### config.mk
export PLATFORM = sky130hd
export DESIGN_NAME = extpin_irq_ctrl
export DESIGN_NICKNAME = d
export VERILOG_FILES = /design/src/rtl/extpin_pkg.sv /design/src/rtl/extpin_pin_detect.sv /design/src/rtl/extpin_regs.sv /design/src/rtl/extpin_irq_ctrl.sv
export SDC_FILE = /design/constraint.sdc
export NUM_CORES = 1
export LEC_CHECK = 0
export CAP_MARGIN = 10
export CORE_MARGIN = 5
export CORE_UTILIZATION = 25
export DETAILED_ROUTE_END_ITERATION = 7
export DONT_BUFFER_PORTS = 1
export GPL_ROUTABILITY_DRIVEN = 0
export PLACE_DENSITY_LB_ADDON = 0.15
export SYNTH_ARGS = -nofsm -noshare
export SYNTH_HDL_FRONTEND = slang
export SYNTH_SLANG_ARGS = --single-unit
### constraint.sdc
create_clock -name clk -period 4.5 [get_ports clk]
set_clock_uncertainty 0.2 [all_clocks]
set_input_delay 0.9 -clock clk [delete_from_list [all_inputs] [get_ports clk]]
set_output_delay 0.9 -clock clk [all_outputs]
set_load 0.03 [all_outputs]
### src/rtl/extpin_pkg.sv
package extpin_pkg;
    localparam int ADDR_W   = 3;
    localparam int DATA_W   = 32;
    localparam int PRIO_W   = 4;
    localparam int MODE_BIT = 23;

    localparam logic [ADDR_W-1:0] A_SENSE = 3'd0;
    localparam logic [ADDR_W-1:0] A_PRIO  = 3'd1;
    localparam logic [ADDR_W-1:0] A_PEND  = 3'd2;
    localparam logic [ADDR_W-1:0] A_MSET  = 3'd3;
    localparam logic [ADDR_W-1:0] A_MCLR  = 3'd4;
    localparam logic [ADDR_W-1:0] A_CTRL  = 3'd5;

    typedef enum logic [3:0] {
        SNS_FALL = 4'd0,
        SNS_RISE = 4'd1,
        SNS_LOW  = 4'd2,
        SNS_HIGH = 4'd3,
        SNS_BOTH = 4'd4
    } sense_e;
endpackage

### src/rtl/extpin_pin_detect.sv
module extpin_pin_detect
    import extpin_pkg::*;
#(
    parameter int SENSE_W = 4
) (
    input  logic               clk,
    input  logic               rst_n,
    input  logic               pin_i,
    input  logic [SENSE_W-1:0] sense_i,
    output logic               hit_o
);
    logic   sync1_q, sync2_q, prev_q;
    sense_e code;

    // two-flop synchronizer plus one history flop for edge detection
    always_ff @(posedge clk or negedge rst_n) begin
        if (!rst_n) begin
            sync1_q <= 1'b0;
            sync2_q <= 1'b0;
            prev_q  <= 1'b0;
        end else begin
            sync1_q <= pin_i;
            sync2_q <= sync1_q;
            prev_q  <= sync2_q;
        end
    end

    always_comb begin
        code  = sense_e'(4'(sense_i));
        hit_o = 1'b0;
        unique case (code)
            SNS_FALL: hit_o = prev_q & ~sync2_q;
            SNS_RISE: hit_o = ~prev_q & sync2_q;
            SNS_LOW:  hit_o = ~sync2_q;
            SNS_HIGH: hit_o = sync2_q;
            SNS_BOTH: hit_o = prev_q ^ sync2_q;
            default:  hit_o = 1'b0;
        endcase
    end
endmodule

### src/rtl/extpin_regs.sv
module extpin_regs
    import extpin_pkg::*;
#(
    parameter int NUM_PINS = 8,
    parameter int SRC_W    = 8,
    parameter int HAS_MODE = 1
) (
    input  logic              clk,
    input  logic              rst_n,
    input  logic [ADDR_W-1:0] addr_i,
    input  logic              we_i,
    input  logic [DATA_W-1:0] wdata_i,
    input  logic              re_i,
    output logic [DATA_W-1:0] rdata_o,
    input  logic [NUM_PINS-1:0] hit_i,
    output logic [DATA_W-1:0] sense_q,
    output logic [DATA_W-1:0] prio_q,
    output logic [NUM_PINS-1:0] pend_q,
    output logic [NUM_PINS-1:0] mask_q,
    output logic              mode_q
);
    logic [NUM_PINS-1:0] keep, mset, mclr;
    logic [DATA_W-1:0]   pend_view, rd_val;

    // per-pin decode of the MSB-first bit position
    for (genvar n = 0; n < NUM_PINS; n++) begin : g_bit
        localparam int SB = SRC_W - 1 - n;
        assign keep[n] = !(we_i && addr_i == A_PEND) || wdata_i[SB];
        assign mset[n] = we_i && addr_i == A_MSET && wdata_i[SB];
        assign mclr[n] = we_i && addr_i == A_MCLR && wdata_i[SB];
    end

    always_ff @(posedge clk or negedge rst_n) begin
        if (!rst_n) begin
            sense_q <= '0;
            prio_q  <= '0;
            pend_q  <= '0;
            mask_q  <= '1;
        end else begin
            if (we_i && addr_i == A_SENSE) sense_q <= wdata_i;
            if (we_i && addr_i == A_PRIO)  prio_q  <= wdata_i;
            // a fresh detection wins over a same-cycle clear
            pend_q <= (pend_q & keep) | hit_i;
            mask_q <= (mask_q | mset) & ~mclr;
        end
    end

    if (HAS_MODE != 0) begin : g_mode
        always_ff @(posedge clk or negedge rst_n) begin
            if (!rst_n)                        mode_q <= 1'b0;
            else if (we_i && addr_i == A_CTRL) mode_q <= wdata_i[MODE_BIT];
        end
    end else begin : g_nomode
        assign mode_q = 1'b0;
    end

    always_comb begin
        pend_view = '0;
        for (int n = 0; n < NUM_PINS; n++) pend_view[SRC_W-1-n] = pend_q[n];
    end

    always_comb begin
        rd_val = '0;
        unique case (addr_i)
            A_SENSE: rd_val = sense_q;
            A_PRIO:  rd_val = prio_q;
            A_PEND:  rd_val = pend_view;
            A_CTRL:  rd_val[MODE_BIT] = mode_q;
            default: rd_val = '0;
        endcase
    end

    always_ff @(posedge clk or negedge rst_n) begin
        if (!rst_n) rdata_o <= '0;
        else        rdata_o <= re_i ? rd_val : '0;
    end
endmodule

### src/rtl/extpin_irq_ctrl.sv
module extpin_irq_ctrl
    import extpin_pkg::*;
#(
    parameter int NUM_PINS = 8,
    parameter int SENSE_W  = 4,
    parameter int SRC_W    = 8,
    parameter int HAS_MODE = 1
) (
    input  logic                clk,
    input  logic                rst_n,
    input  logic [NUM_PINS-1:0] pin_i,
    input  logic [ADDR_W-1:0]   addr_i,
    input  logic                we_i,
    input  logic [DATA_W-1:0]   wdata_i,
    input  logic                re_i,
    output logic [DATA_W-1:0]   rdata_o,
    output logic [NUM_PINS-1:0] irq_o,
    output logic                irq_any_o
);
    logic [DATA_W-1:0]   sense_q, prio_q;
    logic [NUM_PINS-1:0] pend_q, mask_q, hit;
    logic                mode_q, mode_ok;

    extpin_regs #(
        .NUM_PINS(NUM_PINS), .SRC_W(SRC_W), .HAS_MODE(HAS_MODE)
    ) u_regs (
        .clk(clk), .rst_n(rst_n),
        .addr_i(addr_i), .we_i(we_i), .wdata_i(wdata_i),
        .re_i(re_i), .rdata_o(rdata_o),
        .hit_i(hit),
        .sense_q(sense_q), .prio_q(prio_q),
        .pend_q(pend_q), .mask_q(mask_q), .mode_q(mode_q)
    );

    assign mode_ok = (HAS_MODE != 0) ? mode_q : 1'b1;

    for (genvar n = 0; n < NUM_PINS; n++) begin : g_pin
        localparam int SSH = DATA_W - (n + 1) * SENSE_W;
        localparam int PSH = DATA_W - (n + 1) * PRIO_W;

        extpin_pin_detect #(.SENSE_W(SENSE_W)) u_det (
            .clk(clk), .rst_n(rst_n),
            .pin_i(pin_i[n]),
            .sense_i(sense_q[SSH +: SENSE_W]),
            .hit_o(hit[n])
        );

        assign irq_o[n] = pend_q[n] & ~mask_q[n] & (|prio_q[PSH +: PRIO_W]) & mode_ok;
    end

    assign irq_any_o = |irq_o;
endmodule

==> results.yml, run 1 <==
global_routing:
  overflow: 0
  grt_pass1_wl_um: 23600
  antenna_found_initial: 0
  grt_use_total_pct: 11.6
  grt_max_degree: 130
  grt_pass1_vias: 3891
critical_path:
  end_kind: "primary output"
  worstPathMaxFanout: 3
  r2r_slack_ns: 2.83
  crit_end: "irq_any_o"
  r2r_start: "u_regs.mode_q"
  critPathBufInv: 1
  cp_data_arrival_time_ns: 2.40
  reg2reg_depth: 3
  cp_cell_sequence: "nor4_1 -> nor3_1 -> buf_4 -> nor4_1 -> nand2_1"
  cp_common_cell: "nor4_1"
  crit_slowest_cell: "nor4_1"
  required_ns: 3.40
  start_kind: "register"
  crit_family: "simple AND/OR/NAND/NOR gates"
  worstSetupPathType: "register to primary output"
  reg2reg_to: "u_regs.rdata_o[23]"
  startpoint: "u_regs.prio_q[23]"
  critPathMaxStageDelay_ns: 0.54
  cp.depth: 5
outcome:
  status: "finished clean"
flow_run:
  cap_violations: 0
cts:
  tritoncts: "yes"
  clkLatencyLatePin_ns: 0.42
  ctsHoldBuffers: 1
  path_clk_slew_ns: 0.06
  cts_setup_buffers: 0
  cts_resized: 0
  cts.htree.levels: 4
  cts_buffers: 17
  cts_root_buf: "clkbuf_16"
  cts.path.max_buffers: 2
  cts_sinks: 137
sta:
  rsz0062_at_grt: "false"
  min_period_ns: 3.50
  setup_viol: 0
  finalWorstSetupSlack_ns: 1.00
  finalHoldViolations: 0
  fin_crit_sh_pct: 77.7
  slew_viol_final: 0
  relSlewSlack_pct: 20.2
  tns_ns: 0
  max_freq_mhz: 286
  worst_slew_pin_slew_ns: 1.20
  whs_ns: 0.128
cells_and_area:
  num_antenna_cells: 0
  layout-drive-gt1-share_pct: 18.6
  fin_area_sq_mm: 0.00695
  area_growth_pct: 16.0
  fin_nets: 544
  num-fill-cells: 2454
synthesis:
  synth_area_leaders: "dfrtp_1 54%, mux2_4 7.5%, mux2i_1 6.5%"
  synth_common_cells: "129 x dfrtp_1, 60 x nor2_1, 39 x mux2i_1"
  synth_area_sq_mm: 0.00600
  synth_top_area_share_pct: 53.8
  yosysWarnings: 0
  synth_edf_count: 0
  yosysTopAreaCell: "dfrtp_1"
  synth_flop_cell: "dfrtp_1"
  netlist_instances: 472
  async_flop_share_pct: 100
  ys_seq_elements: 137
  synth_nets: 535
  synth_area_per_cell_sq_um: 12.7
  synth_most_common_cell: "dfrtp_1"
  yosysUniqueCellTypes: 32
  yosysSeqAreaShare_pct: 57.3
placed_design:
  dp_hpwl_um: 10100
  port_buffers: 0
  pre_cts_ws_ns: 1.30
  post_dp_cell_area_sq_mm: 0.00634
drt:
  num_vias: 3520
  drtIter0Drc: 206
  ant_nets: 0
  drc_errors: 0
  drtPass1Iterations: 4
  wirelength_um: 15100
  routed_via_density: 4.33
  wl_per_cell_um: 18.6
die:
  start_util_pct: 25.5
  core_sq_mm: 0.0235
  die_area_sq_mm: 0.0272
  io_pins: 88
  die_h_um: 165
  die_w_um: 165
  std_cell_rows: 56
power:
  power.leakage_nw: 3.10
  power.density_mw_per_mm2: 506
  totalPowerFinal_w: 0.00352
  ir_worst_vdd_mv: 0.210
min_path:
  hold_path_class: "primary input to asynchronous set/reset pin"
[cell usage in the layout, fill, tap and decap left out, types with 8 or more instances in the layout]
master | netlist | final
dfstp_2 | 8 | 8
nor4_1 | 10 | 10
inv_1 | 22 | 22
nor3_1 | 8 | 8
ha_1 | 16 | 16
dfrtp_1 | 129 | 129
mux2_1 | 30 | 30
o311ai_0 | 8 | 8
mux2i_1 | 39 | 39
buf_4 | 3 | 8
clkbuf_16 | 0 | 17
o21ai_0 | 8 | 8
nor2_1 | 60 | 60
mux2_2 | 13 | 13
mux2_4 | 30 | 30
nand2_1 | 22 | 22
a21oi_1 | 25 | 25
[worst min path at each step]
stage	to	depth (start not counted)	start	slack (ns)
2_1_floorplan	g_pin[0].u_det.sync2_q	0	g_pin[0].u_det.sync1_q	0.13
3_3_place_gp	g_pin[3].u_det.sync2_q	0	g_pin[3].u_det.sync1_q	0.13
3_5_place_dp	g_pin[3].u_det.sync2_q	0	g_pin[3].u_det.sync1_q	0.14
4_1_cts	u_regs.mask_q[1]	0	rst_n	0.10
5_1_grt	u_regs.mask_q[1]	0	rst_n	0.10
6_report	u_regs.mask_q[0]	0	rst_n	0.13
[routing by layer]
metal  routed length, um  vias to the layer above  track usage (%)
met5                   0                        -                0
met1                6670                     1773             14.3
met2                7120                       60             18.4
met3                1020                       19             4.49
li1                    -                     1668                -
met4                 276                        0             4.65
[area by class of cell]
class                           count  area [sq um]  share of cell area [%]
Timing Repair Buffer                9          87.6                    1.26
Multi-Input combinational cell    294          2360                    34.0
Tap cell                          319           399                    5.74
Sequential cell                   137          3440                    49.4
Clock inverter                     11           123                    1.76
Inverter                           22          82.6                    1.19
Clock buffer                       21           460                    6.62
[per-stage QoR]
stage | utilization (%) | std cells
after floorplan | - | 472
after CTS | 29.5 | 813
after global routing | 29.5 | 813
after global placement | 26.9 | 780
after detailed placement | 26.9 | 780
final | 29.5 | 813
[registers in the layout, indices dropped and copies added (netlist names)]
register and flops:
u_regs.rdata_o 32, g_pin.u_det.sync1_q 8, g_pin.u_det.sync2_q 8, u_regs.mode_q 1
u_regs.pend_q 8, g_pin.u_det.prev_q 8, u_regs.prio_q 32, u_regs.mask_q 8
u_regs.sense_q 32
[cell families after synthesis]
logic type	after synthesis	synth area share, %
compound gates	49	4.92
xor+xnor	1	0.146
fa+ha+maj	16	3.34
buf+inv	41	3.36
flops	137	57.3
mux	112	22.1
simple gates	116	8.80
[power breakdown]
part / internal, W / leakage, nW / switching, W
clock network: 0.000843 / 0.275 / 0.000531
logic: 0.000268 / 1.17 / 0.000245
registers: 0.00141 / 1.66 / 0.000214
No activity file was read; power rests on OpenSTA's default activity.
==> inputs of run 2 (changes only) <==
==> constraint.sdc (replaced) <==
create_clock -name clk -period 3.5 [get_ports clk]
set_clock_uncertainty 0.2 [all_clocks]
set_input_delay 0.7 -clock clk [delete_from_list [all_inputs] [get_ports clk]]
set_output_delay 0.7 -clock clk [all_outputs]
set_load 0.03 [all_outputs]
==> run 2 against run 1 <==
The flow now finishes with violations (hold timing). Register-to-register slack got worse by 1.0 ns. Sequential share of layout area increased by 0.20 points. Core utilization decreased by 0.12 points. Cell area decreased by 0.40%. Via count decreased by 0.80%. Power increased by 24%. Worst setup slack got worse by 0.49 ns. Global-route usage decreased by 0.084 points. Clock power increased by 20%. Combinational power increased by 24%. Cell count decreased by 0.12%. Highest routed layer unchanged.
==> results.yml, run 2 (same netlist as run 1, synthesis figures left out) <==
cells_and_area:
  fin_util_pct: 29.4
  reg_top3: "u_regs.prio_q (32), u_regs.rdata_o (32), u_regs.sense_q (32)"
  num_antenna_cells: 0
  area_growth_pct: 15.5
  layout-drive-gt1-share_pct: 17.8
  layout_common_cells: "129 x dfrtp_1, 60 x nor2_1, 39 x mux2i_1"
  fin_nets: 547
  final_common_cell: "dfrtp_1"
placed_design:
  dp_hpwl_um: 10300
  port_buffers: 0
die:
  die_h_um: 165
  die_w_um: 165
  io_pins: 88
  core_sq_mm: 0.0235
  die_area_sq_mm: 0.0272
  std_cell_rows: 56
  start_util_pct: 25.5
sta:
  worst_slew_pin_slew_ns: 0.954
  setup_viol: 0
  relSlewSlack_pct: 36.2
  rsz0062_at_grt: "false"
  min_period_ns: 2.98
  fin_crit_sh_pct: 85.2
  slew_viol_final: 0
  whs_ns: -0.209
  finalHoldViolations: 129
  max_freq_mhz: 335
  tns_ns: 0
power:
  ir_worst_vdd_mv: 0.301
  power.leakage_nw: 3.10
  power.density_mw_per_mm2: 631
critical_path:
  worstPathMaxFanout: 3
  start_kind: "register"
  cp_cell_sequence: "nor4_1 -> nor3_1 -> buf_4 -> nor4_1 -> buf_4 -> nand2_1 -> buf_4"
  cp_data_arrival_time_ns: 2.08
  required_ns: 2.60
  crit_slowest_cell: "dfrtp_1"
  crit_family: "simple AND/OR/NAND/NOR gates"
  end_kind: "primary output"
  critPathMaxStageDelay_ns: 0.39
  worstSetupPathType: "register to primary output"
  cp_common_cell: "buf_4"
  critPathBufInv: 3
cts:
  cts_root_buf: "clkbuf_16"
  cts_sinks: 137
  tritoncts: "yes"
  clkLatencyLatePin_ns: 0.41
  cts_setup_buffers: 0
  path_clk_slew_ns: 0.06
  cts_buffers: 17
  cts.htree.levels: 4
  cts_resized: 0
  cts.path.max_buffers: 2
drt:
  drc_errors: 0
  ant_nets: 0
  drtPass1Iterations: 4
  wl_per_cell_um: 18.3
  num_vias: 3492
  routed_via_density: 4.30
  wirelength_um: 14900
  drtIter0Drc: 215
global_routing:
  overflow: 0
  grt_use_total_pct: 11.6
  grt_pass1_vias: 3850
  grt_pass1_wl_um: 23500
  grt_max_degree: 138
  antenna_found_initial: 0
flow_run:
  cap_violations: 0
min_path:
  hold_path_class: "primary input to asynchronous set/reset pin"
outcome:
  status: "complete, but fails checks"
  violations: "hold timing"
run 2: final timing paths:
| check | slack [ns] | start | depth (start not counted) | end |
|---|---|---|---|---|
| hold / removal | -0.21 | rst_n | 0 | u_regs.prio_q[12] |
| max in group asynchronous | 3.01 | rst_n | 0 | u_regs.mask_q[0] |
| hold reg to reg | 0.15 | g_pin[4].u_det.sync1_q | 0 | g_pin[4].u_det.sync2_q |
| setup reg to reg | 1.83 | g_pin[1].u_det.sync2_q | 5 | u_regs.pend_q[1] |
| setup / recovery | 0.52 | u_regs.prio_q[23] | 7 | irq_any_o |
| min in group clk | 0.11 | pin_i[2] | 0 | g_pin[2].u_det.sync1_q |
run 2: routing by layer:
layer	vias to the layer above	GRT usage (%)	routed length [um]
met5	-	0	0
met4	0	3.29	158
met3	9	4.69	950
met2	63	18.8	7200
met1	1743	14.2	6560
li1	1677	-	-
run 2: stage by stage:
stage                     setup slack, ns  cells  total power, W  instance area [sq um]
final                               0.517    812         0.00437                   6930
after global routing                0.391    812         0.00462                   6930
after CTS                           0.448    812         0.00444                   6930
after detailed placement            0.894    784         0.00277                   6400
after global placement              0.949    784         0.00276                   6400
after floorplan                     0.853    472         0.00254                   6000
run 2: layout make-up:
| class | instances | area, sq um |
|---|---|---|
| fill | 2395 | 16600 |
| tap | 319 | 399 |
| timing repair buffer | 12 | 115 |
| sequential | 137 | 3440 |
| inverter | 22 | 82.6 |
| clock inverter | 3 | 42.5 |
| multi-input combinational | 294 | 2360 |
| clock buffer | 25 | 485 |
run 2: report_power, final:
part           internal (W)  switching (W)
logic              0.000351       0.000286
registers           0.00182       0.000276
clock network       0.00102       0.000625
total               0.00319        0.00119
==> inputs of run 3 (changes only) <==
--- a/config.mk
+++ b/config.mk
@@ -6,7 +6,7 @@
 export NUM_CORES = 1
 export LEC_CHECK = 0
 export CAP_MARGIN = 10
-export CORE_MARGIN = 5
+export CORE_MARGIN = 2
 export CORE_UTILIZATION = 25
 export DETAILED_ROUTE_END_ITERATION = 7
 export DONT_BUFFER_PORTS = 1
==> run 3 against run 2 <==
The run still ends with hold timing left. Sequential cell count unchanged. Critical path depth decreased by 1. Combinational power about the same. Non-clock buffer count decreased by 1. Count of clock-buffer cells in the layout decreased by 8. Cell count increased by 0.37%. Worst setup slack got worse by 0.040 ns. Cell area increased by 1.7%. Maximum frequency decreased by 1.3%. First-iteration DRC count decreased by 33%. Register-to-register slack about the same. Wire length decreased by 0.39%. Critical path type unchanged.
==> results.yml, run 3 (same netlist as run 1, synthesis figures left out) <==
outcome:
  status: "complete, but fails checks"
  violations: "hold timing"
placed_design:
  port_buffers: 0
  post_dp_cell_area_sq_mm: 0.00639
  dp_hpwl_um: 10000
  dpl.cell_count: 783
cells_and_area:
  regArea_sq_mm: 0.00344
  area_growth_pct: 17.4
  fin_nets: 546
  num-fill-cells: 2425
  final_cell_count_no_fill: 815
  layout-drive-gt1-share_pct: 19.4
  fin_area_sq_mm: 0.00704
  final_common_cell: "dfrtp_1"
  multi_input_area_sq_mm: 0.00236
  reg_top3: "u_regs.prio_q (32), u_regs.rdata_o (32), u_regs.sense_q (32)"
  layout_common_cells: "129 x dfrtp_1, 60 x nor2_1, 39 x mux2i_1"
  num_antenna_cells: 0
flow_run:
  cap_violations: 0
cts:
  cts_root_buf: "clkbuf_16"
  cts_buffers: 17
  cts_setup_buffers: 0
  cts.htree.levels: 4
  cts_sinks: 137
  tritoncts: "yes"
  clkLatencyLatePin_ns: 0.43
  cts_resized: 0
  cts.path.max_buffers: 2
  path_clk_slew_ns: 0.06
die:
  io_pins: 88
  std_cell_rows: 56
  core_sq_mm: 0.0235
  start_util_pct: 25.5
  die_h_um: 159
  die_area_sq_mm: 0.0252
  die_w_um: 159
global_routing:
  grt_max_degree: 138
  grt_use_total_pct: 12.4
  grt_pass1_vias: 3736
  antenna_found_initial: 0
  overflow: 0
  grt_pass1_wl_um: 23700
sta:
  min_period_ns: 3.02
  slew_viol_final: 0
  setup_viol: 0
  tns_ns: 0
  finalHoldViolations: 137
  max_freq_mhz: 331
  rsz0062_at_grt: "false"
  fin_crit_sh_pct: 86.4
  relSlewSlack_pct: 40.8
  worst_slew_pin_slew_ns: 0.886
  whs_ns: -0.225
min_path:
  hold_path_class: "primary input to asynchronous set/reset pin"
critical_path:
  required_ns: 2.60
  start_kind: "register"
  r2r_slack_ns: 1.84
  worstSetupPathType: "register to primary output"
  worstPathMaxFanout: 3
  cp_data_arrival_time_ns: 2.12
  end_kind: "primary output"
power:
  power.leakage_nw: 3.14
  ir_worst_vdd_mv: 0.302
  power.density_mw_per_mm2: 671
drt:
  num_vias: 3573
  drtPass1Iterations: 4
  drtIter0Drc: 143
  wl_per_cell_um: 18.2
  ant_nets: 0
  drc_errors: 0
  routed_via_density: 4.38
  wirelength_um: 14800
-- run 3: cell count changes in the layout (fill, tap and decap cells not counted), sizes merged --
| cell | before | now |
|---|---|---|
| clkbuf | 25 | 17 |
| bufinv | 1 | 5 |
| clkinv | 1 | 5 |
| clkinvlp | 1 | 4 |
| buf | 12 | 11 |
| inv | 22 | 23 |
-- run 3: path summary, 6_finish.rpt --
check	from	end	cells past startpoint
worst min register to register	g_pin[2].u_det.sync1_q	g_pin[2].u_det.sync2_q	0
min in group clk	pin_i[1]	g_pin[1].u_det.sync1_q	0
worst max register to register	g_pin[2].u_det.sync2_q	u_regs.pend_q[2]	5
worst min-delay path	rst_n	g_pin[4].u_det.sync1_q	0
max in group asynchronous	rst_n	u_regs.mask_q[0]	0
worst max-delay path	u_regs.prio_q[27]	irq_any_o	6
-- run 3: where the power goes --
| group | internal [W] | total, W | leakage, nW | switching, W |
|---|---|---|---|---|
| clock network | 0.00127 | 0.00199 | 0.305 | 0.000728 |
| logic | 0.000349 | 0.000636 | 1.18 | 0.000287 |
| registers | 0.00182 | 0.00209 | 1.66 | 0.000274 |
| total | 0.00343 | 0.00472 | 3.14 | 0.00129 |
-- run 3: metal layers --
layer / global-route usage (%) / vias to the layer above / wire length (um)
met1: 15.5 / 1820 / 6590
met3: 4.81 / 17 / 937
li1: - / 1673 / -
met4: 4.59 / 0 / 230
met2: 19.3 / 63 / 7050
met5: 0 / - / 0
-- run 3: per-stage QoR --
step	util, %	total power [W]	worst slack (ns)	hold WS, ns
after floorplan	-	0.00254	0.853	0.131
after detailed placement	27.1	0.00277	0.882	0.135
after global placement	27.1	0.00276	0.973	0.132
after CTS	29.9	0.00478	0.415	-0.250
after global routing	29.9	0.00495	0.289	-0.250
final	29.9	0.00472	0.477	-0.225
-- run 3: area by class of cell --
class | instances | area share [%]
clock inverter | 15 | 3.20
multi-input combinational | 294 | 33.6
tap | 319 | 5.67
clock buffer | 17 | 6.04
sequential | 137 | 48.8
timing repair buffer | 11 | 1.53
inverter | 22 | 1.17
-- run 3: worst max-delay path: stages (launching register included) --
cell     delay, ns
dfrtp_1       0.40
nor4_1        0.43
nor3_1        0.09
buf_4         0.19
nor4_1        0.22
buf_4         0.18
nand2_1       0.19
